===== src/rtl/cpd_pkg.sv =====
package cpd_pkg;
  typedef enum logic [1:0] {
    PKT_BURST = 2'd0,
    PKT_PAIR  = 2'd1,
    PKT_FILL  = 2'd2,
    PKT_OPC   = 2'd3
  } pkt_kind_e;

  typedef enum logic [2:0] {
    ST_HDR    = 3'd0,
    ST_BURST  = 3'd1,
    ST_PAIR_A = 3'd2,
    ST_PAIR_B = 3'd3,
    ST_OPC    = 3'd4
  } dec_state_e;
endpackage


===== src/rtl/cpd_hdr_dec.sv =====
module cpd_hdr_dec
  import cpd_pkg::*;
#(
  parameter int DW    = 32,
  parameter int IDX_W = 11,
  parameter int CNT_W = 14,
  parameter int OPC_W = 8
) (
  input  logic [DW-1:0]    hdr_i,
  output pkt_kind_e        kind_o,
  output logic [CNT_W-1:0] cnt_o,
  output logic [IDX_W-1:0] idx_a_o,
  output logic [IDX_W-1:0] idx_b_o,
  output logic [OPC_W-1:0] opc_o
);
  localparam int KindLsb = DW - 2;
  localparam int CntLsb  = KindLsb - CNT_W;
  localparam int OpcLsb  = CntLsb - OPC_W;

  assign kind_o  = pkt_kind_e'(hdr_i[KindLsb +: 2]);
  assign cnt_o   = hdr_i[CntLsb +: CNT_W];
  assign idx_a_o = hdr_i[0 +: IDX_W];
  assign idx_b_o = hdr_i[IDX_W +: IDX_W];
  assign opc_o   = hdr_i[OpcLsb +: OPC_W];
endmodule


===== src/rtl/cpd_seq.sv =====
module cpd_seq
  import cpd_pkg::*;
#(
  parameter int IDX_W = 11,
  parameter int CNT_W = 14,
  parameter int OPC_W = 8
) (
  input  logic             clk_i,
  input  logic             rst_ni,
  input  logic             fire_i,
  input  pkt_kind_e        kind_i,
  input  logic [CNT_W-1:0] cnt_i,
  input  logic [IDX_W-1:0] idx_a_i,
  input  logic [IDX_W-1:0] idx_b_i,
  input  logic [OPC_W-1:0] opc_i,
  output dec_state_e       state_o,
  output logic [IDX_W-1:0] idx_o,
  output logic [OPC_W-1:0] opc_o,
  output logic             last_o
);
  dec_state_e       st_q;
  logic [IDX_W-1:0] idx_q, idx_b_q;
  logic [CNT_W-1:0] cnt_q;
  logic [OPC_W-1:0] opc_q;
  logic             cnt_zero;

  assign cnt_zero = (cnt_q == '0);

  always_ff @(posedge clk_i or negedge rst_ni) begin
    if (!rst_ni) begin
      st_q    <= ST_HDR;
      idx_q   <= '0;
      idx_b_q <= '0;
      cnt_q   <= '0;
      opc_q   <= '0;
    end else if (fire_i) begin
      unique case (st_q)
        ST_HDR: begin
          unique case (kind_i)
            PKT_BURST: begin
              st_q  <= ST_BURST;
              idx_q <= idx_a_i;
              cnt_q <= cnt_i;
            end
            PKT_PAIR: begin
              st_q    <= ST_PAIR_A;
              idx_q   <= idx_a_i;
              idx_b_q <= idx_b_i;
            end
            PKT_OPC: begin
              st_q  <= ST_OPC;
              cnt_q <= cnt_i;
              opc_q <= opc_i;
            end
            default: st_q <= ST_HDR;  // filler
          endcase
        end
        ST_BURST: begin
          idx_q <= idx_q + 1'b1;  // wraps at 2^IDX_W
          if (cnt_zero) st_q <= ST_HDR;
          else          cnt_q <= cnt_q - 1'b1;
        end
        ST_PAIR_A: begin
          idx_q <= idx_b_q;
          st_q  <= ST_PAIR_B;
        end
        ST_PAIR_B: st_q <= ST_HDR;
        ST_OPC: begin
          if (cnt_zero) st_q <= ST_HDR;
          else          cnt_q <= cnt_q - 1'b1;
        end
        default: st_q <= ST_HDR;
      endcase
    end
  end

  assign state_o = st_q;
  assign idx_o   = idx_q;
  assign opc_o   = opc_q;
  assign last_o  = cnt_zero;


  burst_step_chk: assert property (@(posedge clk_i) disable iff (!rst_ni)
    (st_q == ST_BURST && fire_i && !cnt_zero) |=>
      (st_q == ST_BURST && idx_q == IDX_W'($past(idx_q) + 1'b1)));


  hold_ctx_chk: assert property (@(posedge clk_i) disable iff (!rst_ni)
    (st_q != ST_HDR && !fire_i) |=> ($stable(idx_q) && $stable(st_q) && $stable(opc_q)));


  pair_seq_chk: assert property (@(posedge clk_i) disable iff (!rst_ni)
    (st_q == ST_PAIR_A && fire_i) |=> (st_q == ST_PAIR_B && idx_q == $past(idx_b_q)));


  opc_end_chk: assert property (@(posedge clk_i) disable iff (!rst_ni)
    (st_q == ST_OPC && fire_i && cnt_zero) |=> (st_q == ST_HDR));


  fill_skip_chk: assert property (@(posedge clk_i) disable iff (!rst_ni)
    (st_q == ST_HDR && fire_i && kind_i == PKT_FILL) |=> (st_q == ST_HDR));
endmodule


===== src/rtl/cmd_pkt_decoder.sv =====
module cmd_pkt_decoder
  import cpd_pkg::*;
#(
  parameter int DW    = 32,
  parameter int IDX_W = 11,
  parameter int CNT_W = 14,
  parameter int OPC_W = 8
) (
  input  logic             clk_i,
  input  logic             rst_ni,
  input  logic             dw_valid_i,
  input  logic [DW-1:0]    dw_data_i,
  output logic             dw_ready_o,
  output logic             wr_valid_o,
  output logic [IDX_W-1:0] wr_idx_o,
  output logic [DW-1:0]    wr_data_o,
  input  logic             wr_ready_i,
  output logic             op_valid_o,
  output logic [OPC_W-1:0] op_code_o,
  output logic [DW-1:0]    op_data_o,
  output logic             op_last_o,
  input  logic             op_ready_i
);
  pkt_kind_e        h_kind;
  logic [CNT_W-1:0] h_cnt;
  logic [IDX_W-1:0] h_idx_a, h_idx_b;
  logic [OPC_W-1:0] h_opc;
  dec_state_e       st;
  logic [IDX_W-1:0] cur_idx;
  logic [OPC_W-1:0] cur_opc;
  logic             cur_last;
  logic             in_reg, in_opc, fire;

  cpd_hdr_dec #(.DW(DW), .IDX_W(IDX_W), .CNT_W(CNT_W), .OPC_W(OPC_W)) u_hdr (
    .hdr_i   (dw_data_i),
    .kind_o  (h_kind),
    .cnt_o   (h_cnt),
    .idx_a_o (h_idx_a),
    .idx_b_o (h_idx_b),
    .opc_o   (h_opc)
  );

  cpd_seq #(.IDX_W(IDX_W), .CNT_W(CNT_W), .OPC_W(OPC_W)) u_seq (
    .clk_i   (clk_i),
    .rst_ni  (rst_ni),
    .fire_i  (fire),
    .kind_i  (h_kind),
    .cnt_i   (h_cnt),
    .idx_a_i (h_idx_a),
    .idx_b_i (h_idx_b),
    .opc_i   (h_opc),
    .state_o (st),
    .idx_o   (cur_idx),
    .opc_o   (cur_opc),
    .last_o  (cur_last)
  );

  assign in_reg = (st == ST_BURST) || (st == ST_PAIR_A) || (st == ST_PAIR_B);
  assign in_opc = (st == ST_OPC);

  assign dw_ready_o = (st == ST_HDR) || (in_reg && wr_ready_i) || (in_opc && op_ready_i);
  assign fire       = dw_valid_i && dw_ready_o;

  assign wr_valid_o = dw_valid_i && in_reg;
  assign wr_idx_o   = cur_idx;
  assign wr_data_o  = dw_data_i;

  assign op_valid_o = dw_valid_i && in_opc;
  assign op_code_o  = cur_opc;
  assign op_data_o  = dw_data_i;
  assign op_last_o  = in_opc && cur_last;


  stall_ready_chk: assert property (@(posedge clk_i) disable iff (!rst_ni)
    ((wr_valid_o && !wr_ready_i) || (op_valid_o && !op_ready_i)) |-> !dw_ready_o);


  one_out_chk: assert property (@(posedge clk_i) disable iff (!rst_ni)
    $onehot0({wr_valid_o, op_valid_o}));


  wr_hold_chk: assert property (@(posedge clk_i) disable iff (!rst_ni)
    (wr_valid_o && !wr_ready_i) |=> $stable(wr_idx_o));
endmodule


===== config.mk =====
export PLATFORM = sky130hd
export DESIGN_NAME = cmd_pkt_decoder
export DESIGN_NICKNAME = d
export VERILOG_FILES = /design/src/rtl/cpd_pkg.sv /design/src/rtl/cpd_hdr_dec.sv /design/src/rtl/cpd_seq.sv /design/src/rtl/cmd_pkt_decoder.sv
export SDC_FILE = /design/constraint.sdc
export NUM_CORES = 1
export LEC_CHECK = 0
export ABC_AREA = 1
export BUFFER_PORTS_ARGS = -buffer_cell sky130_fd_sc_hd__buf_2
export CAP_MARGIN = 20
export CORE_MARGIN = 1
export CORE_UTILIZATION = 45
export CTS_BUF_LIST = sky130_fd_sc_hd__clkbuf_8
export DETAILED_ROUTE_END_ITERATION = 16
export MAX_ROUTING_LAYER = met4
export PLACE_DENSITY_LB_ADDON = 0.2
export SLEW_MARGIN = 25
export SYNTH_ARGS = -nofsm -noshare
export SYNTH_HDL_FRONTEND = slang
export SYNTH_SLANG_ARGS = --single-unit

===== constraint.sdc =====
create_clock -name clk_i -period 2.3 [get_ports clk_i]
set_clock_uncertainty 0.05 [all_clocks]
set_input_delay 0.115 -clock clk_i [delete_from_list [all_inputs] [get_ports clk_i]]
set_output_delay 0.115 -clock clk_i [all_outputs]
set_load 0.02 [all_outputs]

==> impl_results.md, run 1 <==
* Status: complete, no violations
* Synth area leaders: dfrtp_1 (34%), nand2_1 (17%), buf_4 (14%)
* Syn Area/Cell at 6.92 sq um
* Clk root buf: clkbuf_8
* Flop pwr share at between 30 and 40%
* Max cap viols at 0
* Final std cells w/o fill at roughly 670
* Reg2Reg Setup Slack at 0.49 ns
* Total GRT Usage at about a fifth
* Final RePlAce weighted congestion at a little under 0.9
* Slew Limit Fails at 0
* First DRT Iteration DRCs at about 210
* Initial antenna violation count at 0
* Placed Instances at approximately 660
* Main combinational cell family by area after synthesis: simple AND/OR/NAND/NOR gates
* Sw Share at 51.3%
* Post-CTS Repair Setup Buffers at 0
* Vias in the first global route at approximately 2,800
* Port Buf Inserts at ~120
* First-pass GRT wire length at 13,200 um
* Clock share of power at between 10% and 20%
* CTS resizes at 0
* Pwr Density at 1280 mW/mm^2
* Fin. Hold Viols at 0
* Area grow syn2layout at 8.97%
* Psw at 2.50 mW
* Reg2reg end: u_seq.idx_b_q[6]$_DFFE_PN0P_
* Reg-to-Reg Start: u_seq.state_o[0]$_DFFE_PN0P_
* Most frequent cells in the layout: nand2_1 (163), buf_2 (123), inv_1 (48)
* Final Critical Period at 1.93 ns
* Synth unique cells at 30
* Dpl hpwl at slightly above 6000 um
* Worst r2r path cells at 5
* Synth Area in Simple Gates at between 30% and 40%
* Core region area at roughly 0.0074 sq mm
* Die Area at 0.00814 sq mm
* Cell taking the most area after synthesis: dfrtp_1
* Fill cell count at 793
* Vias at about 3,200
* Clk_lat worst skew at 0.30 ns
* Worst setup path startpoint: u_seq.cnt_q[0]$_DFFE_PN0P_
* DR DRC count at 0
* Yosys top cell area share at roughly 34%
* Layout cells sized above 1 at 27.9%
* Yosys warnings at 0
* Pint at ~2.4 mW
* Mapped Nets at 552
* Worst-Margin Slew at 0.646 ns
* Commonest non-fill, non-tap cell in the layout: nand2_1
* Critical path data required time at 2.13 ns
* CTS clk-pin slew, worst paths at 0.09 ns
* Final setup viols at 0
* Diodes inserted at 0
* Fin Setup TNS at 0 ns
* Router iterations before antenna repair at 4
* Peak supply drop at between 0.4 and 0.5 mV
* Number of buffers created by CTS at 5
* Slew Limit Headroom at 56.8%
* Crit path DAT at 1.76 ns
* Htree depth at 2
* Fraction of synthesized area in multiplexers at 0%
* CTS tree: built
* # rows at 31
* Die width at 90.2 um
* Crit start category: flop
* Starting density of the core at 47.5%
* Synth Cell Area at 0.00350 sq mm
* XOR/XNOR Fraction of Synth Area at 0%
* Vias per cell at 4.84
* Leak Pwr at 2.14 nW
* Syn Inst Count at a little over 500
* GRT overflow at 0
* RSZ-0062 raised after global routing: false
* Critical-path maximum fanout at 7
* Number of nets in the final layout at 613
* CP Class: flop to primary output
* CTS sink count at 47
* Clock buffer depth at 2
* Complex-gate fraction of the synthesized area at between 8 and 9%
* Avg WL per Cell at ~12 um
* Fmax at between 0.5 and 0.6 GHz
* Worst setup path end: op_last_o
* Final ANT Viol Nets at 0
* Worst hold path type: primary input to flop
* Post-synthesis register bit count at 47
* Seq/Total Area, Yosys at 33.6%
* Gate power share at 56.2%
* Largest net degree at the start of global routing at 29
* Die Y at 90.2 um
* Final wirelength at 7940 um
* Crit end category: primary output
* Fin crit share at 83.9%
* Io pins at 124
* Synth Area in Adders at 3.22%
[synthesized netlist by cell type (all sizes together)]
cell	count
ha	9
nand4	4
a21oi	8
nand3	43
clkinv	1
nand3b	2
nand2	169
nor3	2
a21o	1
o21ai	44
or2	2
inv	51
buf	72
clkbuf	1
and2	1
dfrtp	47
nor2	49
[worst max-delay path, cell delays in order, from the launching register on]
cell and delay, ns:
dfrtp_1 0.37, inv_1 0.18, ha_1 0.18, nand3_1 0.07, nor2_1 0.22, nand2_1 0.14
nor2_1 0.13, buf_2 0.18
[logic make-up after synthesis]
family	after synthesis
compound gates	53
buf+inv	125
fa+ha+maj	9
simple gates	272
flops	47
[metal layers]
metal / track usage (%) / share of wire, % / wire length [um]
met5: - / 0 / 0
met4: 5.78 / 0.64 / 51
met2: 32.0 / 46 / 3670
met1: 27.8 / 48 / 3810
met3: 2.12 / 5.2 / 412
[sequential cells by signal, summed over array words and instances (netlist names)]
name and flops:
u_seq.idx_b_q 11, u_seq.state_o 3, u_seq.cnt_q 14, u_seq.opc_o 8, u_seq.idx_o 11
[power by group through the flow]
stage          clock [mW]  sequential [mW]  combinational (mW)
3_3_place_gp            0             1.61                2.71
3_5_place_dp            0             1.63                2.75
2_1_floorplan           0             1.74                2.01
6_report            0.513             1.62                2.74
4_1_cts             0.540             1.62                2.76
5_1_grt             0.566             1.69                3.14
[worst min-delay path by stage]
stage	from	endpoint	slack [ns]	cells past startpoint
2_1_floorplan	rst_ni	u_seq.cnt_q[0]$_DFFE_PN0P_	-0.23	0
3_3_place_gp	rst_ni	u_seq.idx_o[2]$_DFFE_PN0P_	0.06	1
3_5_place_dp	rst_ni	u_seq.idx_o[2]$_DFFE_PN0P_	0.07	1
4_1_cts	dw_data_i[12]	u_seq.opc_o[4]$_DFFE_PN0P_	0.04	3
5_1_grt	dw_data_i[21]	u_seq.idx_b_q[10]$_DFFE_PN0P_	0.06	3
6_report	dw_data_i[20]	u_seq.idx_b_q[9]$_DFFE_PN0P_	0.04	3
[per-stage QoR]
stage	instance area (sq um)	hold WS [ns]	power, mW	utilization, %	worst slack [ns]
detailed placement	3720	0.0651	4.38	50.5	0.511
finish	3820	0.0449	4.88	51.8	0.371
floorplan	3500	-0.231	3.75	-	0.738
CTS	3820	0.0373	4.92	51.8	0.358
global placement	3720	0.0644	4.33	50.5	0.541
global route	3820	0.0575	5.39	51.8	0.211
[repair_timing]
action | CTS | global route
setup endpoints to repair | 0 | 0
hold buffers | 1 | 0
hold endpoints to repair | 20 | 0
[area by class of cell]
cell class              count  area (sq um)  area share [%]
clock buffers               6          82.6            2.16
clock inverters             1          5.00           0.131
inverters                  52           198            5.18
multi-input cells         334          1580            41.5
flip-flops and latches     47          1180            30.8
well taps                  99           124            3.25
repair buffers            127           648            17.0
No activity file was read; power rests on OpenSTA's default activity.
==> run 2, diff against run 1 <==
clock period = 1.8 ns   (was 2.3 ns; I/O delays follow)
==> run 2 against run 1 <==
Compared with the run above:
- cell area up 2.9%
- global-route usage decreased by 0.063 points
- worst hold slack got worse by 0.037 ns
- count of clock-buffer cells in the layout is 1 lower
- via count is 0.68% lower
- sequential share of layout area is 0.85 points lower
- largest power group unchanged
==> impl_results.md, run 2 (same netlist as run 1, synthesis figures left out) <==
* Status: complete, no violations
* Max cap viols at 0
* Final ANT Viol Nets at 0
* Starting density of the core at between 40 and 50%
* CP Class: flop to primary output
* Vias per cell at 4.74
* Final Critical Period at 1.71 ns
* Hold WS at approximately 0.0074 ns
* Final setup viols at 0
* Final std cells w/o fill at 675
* Critical-path maximum fanout at 3
* Clk_lat worst skew at 0.30 ns
* Dpl cell area at 0.00377 sq mm
* Avg WL per Cell at 11.8 um
* Die Area at 0.00814 sq mm
* Total chip power at between 6 and 7 mW
* First-pass GRT wire length at 13,000 um
* Number of nets in the final layout at 621
* CTS sink count at 47
* Largest net degree at the start of global routing at 26
* Dpl hpwl at 6280 um
* Worst-Margin Slew at 0.556 ns
* Initial antenna violation count at 0
* Final RePlAce weighted congestion at approximately 0.91
* First DRT Iteration DRCs at ~200
* Leak Pwr at 2.18 nW
* Die width at roughly 90 um
* Final wirelength at 8000 um
* Slew Limit Fails at 0
* Fin area at 0.00393 sq mm
* Clk root buf: clkbuf_8
* Io pins at 124
* Port Buf Inserts at 123
* Critical path data required time at ~1.7 ns
* Layout cells sized above 1 at 29.5%
* Slew Limit Headroom at 62.9%
* Area grow syn2layout at 12.1%
* Vias in the first global route at approximately 2,800
* Placed Instances at 663
* Core region area at between 0.007 and 0.008 sq mm
* Crit start category: flop
* Worst hold path type: primary input to flop
* CTS tree: built
* RSZ-0062 raised after global routing: false
* Total GRT Usage at 20.3%
* Fin. Hold Viols at 0
* Die Y at 90.2 um
* Fin crit share at 94.9%
* # rows at 31
* Number of flip-flops in the largest register at 14
* Crit end category: primary output
* Clock buffer depth at 2
* Htree depth at 2
* Fin Setup TNS at 0 ns
* GRT overflow at 0
* Peak supply drop at ~0.55 mV
* Vias at 3,201
* Crit path DAT at 1.57 ns
* Top reg by flops: u_seq.cnt_q
* CTS clk-pin slew, worst paths at 0.10 ns
* Diodes inserted at 0
* Most frequent cells in the layout: nand2_1 (161), buf_2 (122), inv_1 (48)
* Router iterations before antenna repair at 4
* Pwr Density at approximately 1600 mW/mm^2
* Number of buffers created by CTS at 5
* Fmax at roughly 0.6 GHz
* Commonest non-fill, non-tap cell in the layout: nand2_1
* DR DRC count at 0
run 2: cell types whose count changed in the layout (fill, tap and decap cells not counted), moves of 2 or more:
cell | before | now
nor2_4 | 2 | 4
clkinv_4 | 0 | 2
dlygate4sd3_1 | 1 | 3
nor2_1 | 43 | 40
buf_4 | 3 | 9
nand2_1 | 163 | 161
nand2_2 | 4 | 6
run 2: final timing paths:
check / slack, ns / endpoint / start / depth (start not counted)
worst max-delay path: 0.09 / op_last_o / u_seq.cnt_q[0]$_DFFE_PN0P_ / 7
worst min-delay path: 0.007 / u_seq.idx_b_q[6]$_DFFE_PN0P_ / dw_data_i[17] / 3
worst max register to register: 0.15 / u_seq.cnt_q[2]$_DFFE_PN0P_ / u_seq.state_o[2]$_DFFE_PN0P_ / 9
worst min register to register: 0.44 / u_seq.opc_o[7]$_DFFE_PN0P_ / u_seq.opc_o[7]$_DFFE_PN0P_ / 2
max in group asynchronous: 0.92 / u_seq.cnt_q[4]$_DFFE_PN0P_ / rst_ni / 3
min in group asynchronous: 0.24 / u_seq.idx_o[1]$_DFFE_PN0P_ / rst_ni / 2
run 2: worst max-delay path, cell delays in order (launching register included):
cell and delay, ns:
dfrtp_1 0.37, inv_1 0.09, ha_1 0.16, nand3_1 0.12, nor2_4 0.17, nand2_2 0.09, nor2_2 0.11, buf_4 0.15
run 2: power by group:
group          total [mW]  internal [mW]  switching [mW]
Clock               0.674          0.279           0.395
Sequential           2.05           1.57           0.483
Combinational        3.71           1.27            2.44
Total                6.44           3.12            3.32
run 2: cell type report:
cell class / count / area, sq um
fill: 746 / 3440
multi-input combinational: 334 / 1610
sequential: 47 / 1180
timing repair buffer: 135 / 728
inverter: 52 / 198
tap: 99 / 124
clock buffer: 5 / 68.8
clock inverter: 3 / 25.0
run 2: routing by layer:
layer / track usage (%) / wire length (um)
met1: 27.2 / 3840
met2: 31.6 / 3670
met3: 3.47 / 405
met4: 5.65 / 80
met5: - / 0
run 2: through the flow:
stage               utilization, %  worst slack [ns]
floorplan                        -             0.238
global placement              51.1             0.169
detailed placement            51.1             0.133
CTS                           52.9            0.0289
global route                  53.3           0.00478
finish                        53.3            0.0911
run 2: what timing repair did:
item	4_1_cts	5_1_grt
gates resized for setup	2	6
endpoints found under the hold margin	24	0
hold buffers	3	0
gates cloned	0	0
endpoints found under the setup margin	1	5
buffers inserted	0	1
pin swaps	0	2
==> run 3, diff against run 2 <==
BUFFER_PORTS_ARGS = -buffer_cell sky130_fd_sc_hd__buf_4   (was -buffer_cell sky130_fd_sc_hd__buf_2)
SYNTH_HIERARCHICAL = 1   (was not set)
==> run 3 against run 2 <==
Compared with the run above:
- count of clock-buffer cells in the layout increased by 2
- synthesized cell count rose by 9.1%
- core utilization rose by 3.0 points
- critical path depth grew 3
- global-route usage is 0.86 points lower
- first-iteration DRC count fell by 21%
- cell area is 19% higher
- synthesized area grew 11%
- non-clock buffer count grew 28
- sequential cell count did not move
- die area rose by 11%
- sequential share of layout area down 4.7 points
==> impl_results.md, run 3 <==
* Crit path DAT at 1.93 ns
* Cell taking the most area after synthesis: dfrtp_1
* Critical path data required time at 1.94 ns
* Setup WS post-layout at 0.0103 ns
* CP Class: flop to flop
* Synth Cell Area at 0.00389 sq mm
* Vias per cell at about 4.8
* Most frequent cell after synthesis: nand2_1
* GRT overflow at 0
* Slew Limit Headroom at 57.6%
* Most used cell, CP: nor2_4
* CTS sink count at 47
* Syn Area/Cell at 7.05 sq um
* CP max stage cell: dfrtp_2
* Main flop type after synthesis: dfrtp_1
* First-pass GRT wire length at 13,300 um
* Core region area at 0.00830 sq mm
* Seq/Total Area, Yosys at 30.2%
* Final RePlAce weighted congestion at 0.859
* Crit start category: flop
* Final Critical Period at 1.79 ns
* Vias in the first global route at 2,853
* Crit end category: flop
* Dpl hpwl at roughly 6000 um
* Hold_sp: dw_data_i[1]
* Die Area at 0.00902 sq mm
* Yosys top cell area share at 30.2%
* Port Buf Inserts at 123
* RSZ-0062 raised after global routing: true
* Final std cells w/o fill at 710
* Diodes inserted at 0
* Initial antenna violation count at 0
* Leak Pwr at 2.49 nW
* Reg-to-Reg Start: u_seq/state_o[2]$_DFFE_PN0P_
* Top reg by flops: u_seq/cnt_q
* Fin crit share at about 100%
* Mapped Nets at 596
* Worst setup path startpoint: u_seq/state_o[2]$_DFFE_PN0P_
* Die width at approximately 95 um
* Most frequent cells in the layout: nand2_1 (149), buf_4 (141), inv_1 (53)
* Synth area leaders: dfrtp_1 (30%), buf_4 (22%), nand2_1 (15%)
* Area grow syn2layout at 19.9%
* # rows at 33
* Fin. Hold Viols at 0
* Number of flip-flops in the largest register at 14
* Vias at 3,405
* DR DRC count at 0
* Worst-Margin Slew at roughly 0.64 ns
* Number of buffers created by CTS at 5
* Worst r2r path cells at 10
* Starting density of the core at a little under half
* Peak supply drop at 0.882 mV
* Post-synthesis register bit count at 47
* First DRT Iteration DRCs at 162
* Clk root buf: clkbuf_8
* CTS tree: built
* Clock buffer depth at 2
* Asr flop ratio synth at 100%
* Placed Instances at 673
* Die Y at 95.0 um
* Total GRT Usage at between 15 and 20%
* Clk_lat worst skew at 0.30 ns
* Layout cells sized above 1 at 35.5%
* Max cap viols at 0
* Synth unique cells at 28
* CTS clk-pin slew, worst paths at around 0.09 ns
* Final wirelength at a little over 9000 um
* Fin area at about 0.0047 sq mm
* Setup slack after placement at 0.0719 ns
* Worst path max stage delay at ~0.47 ns
* Fmax at 0.559 GHz
* Fin util at 56.2%
* Critical-path maximum fanout at 9
* Pwr Density at 1550 mW/mm^2
* Io pins at between 100 and 150
* Htree depth at 2
* Commonest cells post-synth: nand2_1 (158), buf_4 (114), inv_1 (56)
* Number of nets in the final layout at 648
* Post-synth EDFFs at 0
* Status: complete, no violations
* Yosys warnings at 6
* Dpl cell area at 0.00415 sq mm
* Hold path cells at 3
* Final setup viols at 0
* Avg WL per Cell at about 13 um
* Crit-path cells: buf_6 -> inv_4 -> nand2_4 -> nor2_4 -> inv_2 -> nor2_4 -> inv_2 -> nor2_4 -> clkbuf_16 -> o21ai_0
* Router iterations before antenna repair at 5
* Worst hold path type: primary input to flop
* Syn Inst Count at 552
* Commonest non-fill, non-tap cell in the layout: nand2_1
* Final ANT Viol Nets at 0
* Largest net degree at the start of global routing at 48
* Slew Limit Fails at 0
[run 3: power by group]
part           internal [mW]  total, mW  switching (mW)  leakage (nW)
sequential              1.57       1.99           0.417         0.573
combinational           1.82       4.56            2.74          1.86
clock                  0.346      0.706           0.360        0.0557
[run 3: repair_timing]
action,in CTS,in global routing
gates resized for setup,8,32
hold endpoints to repair,64,1
hold buffers,14,1
pin swaps,1,10
setup buffers,0,11
endpoints found under the setup margin,1,33
cloned,0,3
[run 3: area by class of cell]
| class | count | area (sq um) |
|---|---|---|
| Multi-Input combinational cell | 322 | 1660 |
| Timing Repair inverter | 1 | 8.76 |
| Tap cell | 105 | 131 |
| Inverter | 64 | 255 |
| Clock buffer | 7 | 96.3 |
| Timing Repair Buffer | 163 | 1330 |
| Clock inverter | 1 | 3.75 |
| Fill cell | 791 | 3630 |
| Sequential cell | 47 | 1180 |
[run 3: cell families after synthesis]
logic type	synth area share [%]
xor gates and xnor gates	0.225
DFF	30.2
and+or+nand+nor	27.9
adders and majority gates	2.25
buffers and inverters	29.5
AOI/OAI and AO/OA	9.84
[run 3: worst max-delay path: cells and delay by family, from the launching register on]
family	cells	cell delay, ns
AOI/OAI and AO/OA	1	0.07
buffers and inverters	5	0.53
DFF	1	0.47
and+or+nand+nor	4	0.55
[run 3: worst paths after layout]
check                                               endpoint  slack, ns
worst max-delay path            u_seq/idx_b_q[0]$_DFFE_PN0P_       0.01
worst min-delay path              u_seq/idx_o[1]$_DFFE_PN0P_       0.02
worst max register to register  u_seq/idx_b_q[0]$_DFFE_PN0P_       0.01
worst min register to register    u_seq/opc_o[7]$_DFFE_PN0P_       0.45
max in group asynchronous       u_seq/state_o[0]$_DFFE_PN0P_       0.93
min in group asynchronous         u_seq/cnt_q[7]$_DFFE_PN0P_       0.29
[run 3: metal layers]
metal | wire length [um] | part of all wire, % | track usage [%]
met1 | 4120 | 45 | 26.8
met4 | 91 | 1.0 | 4.55
met5 | 0 | 0 | -
met2 | 4430 | 49 | 30.0
met3 | 463 | 5.1 | 2.74
[run 3: per-stage QoR]
step           TNS, ns  total power [mW]  hold WS, ns
2_1_floorplan        0              4.91       -0.256
3_3_place_gp         0              5.91        0.101
3_5_place_dp         0              6.01        0.110
4_1_cts              0              6.81       0.0121
5_1_grt         -0.539              7.90       0.0320
6_report             0              7.25       0.0229
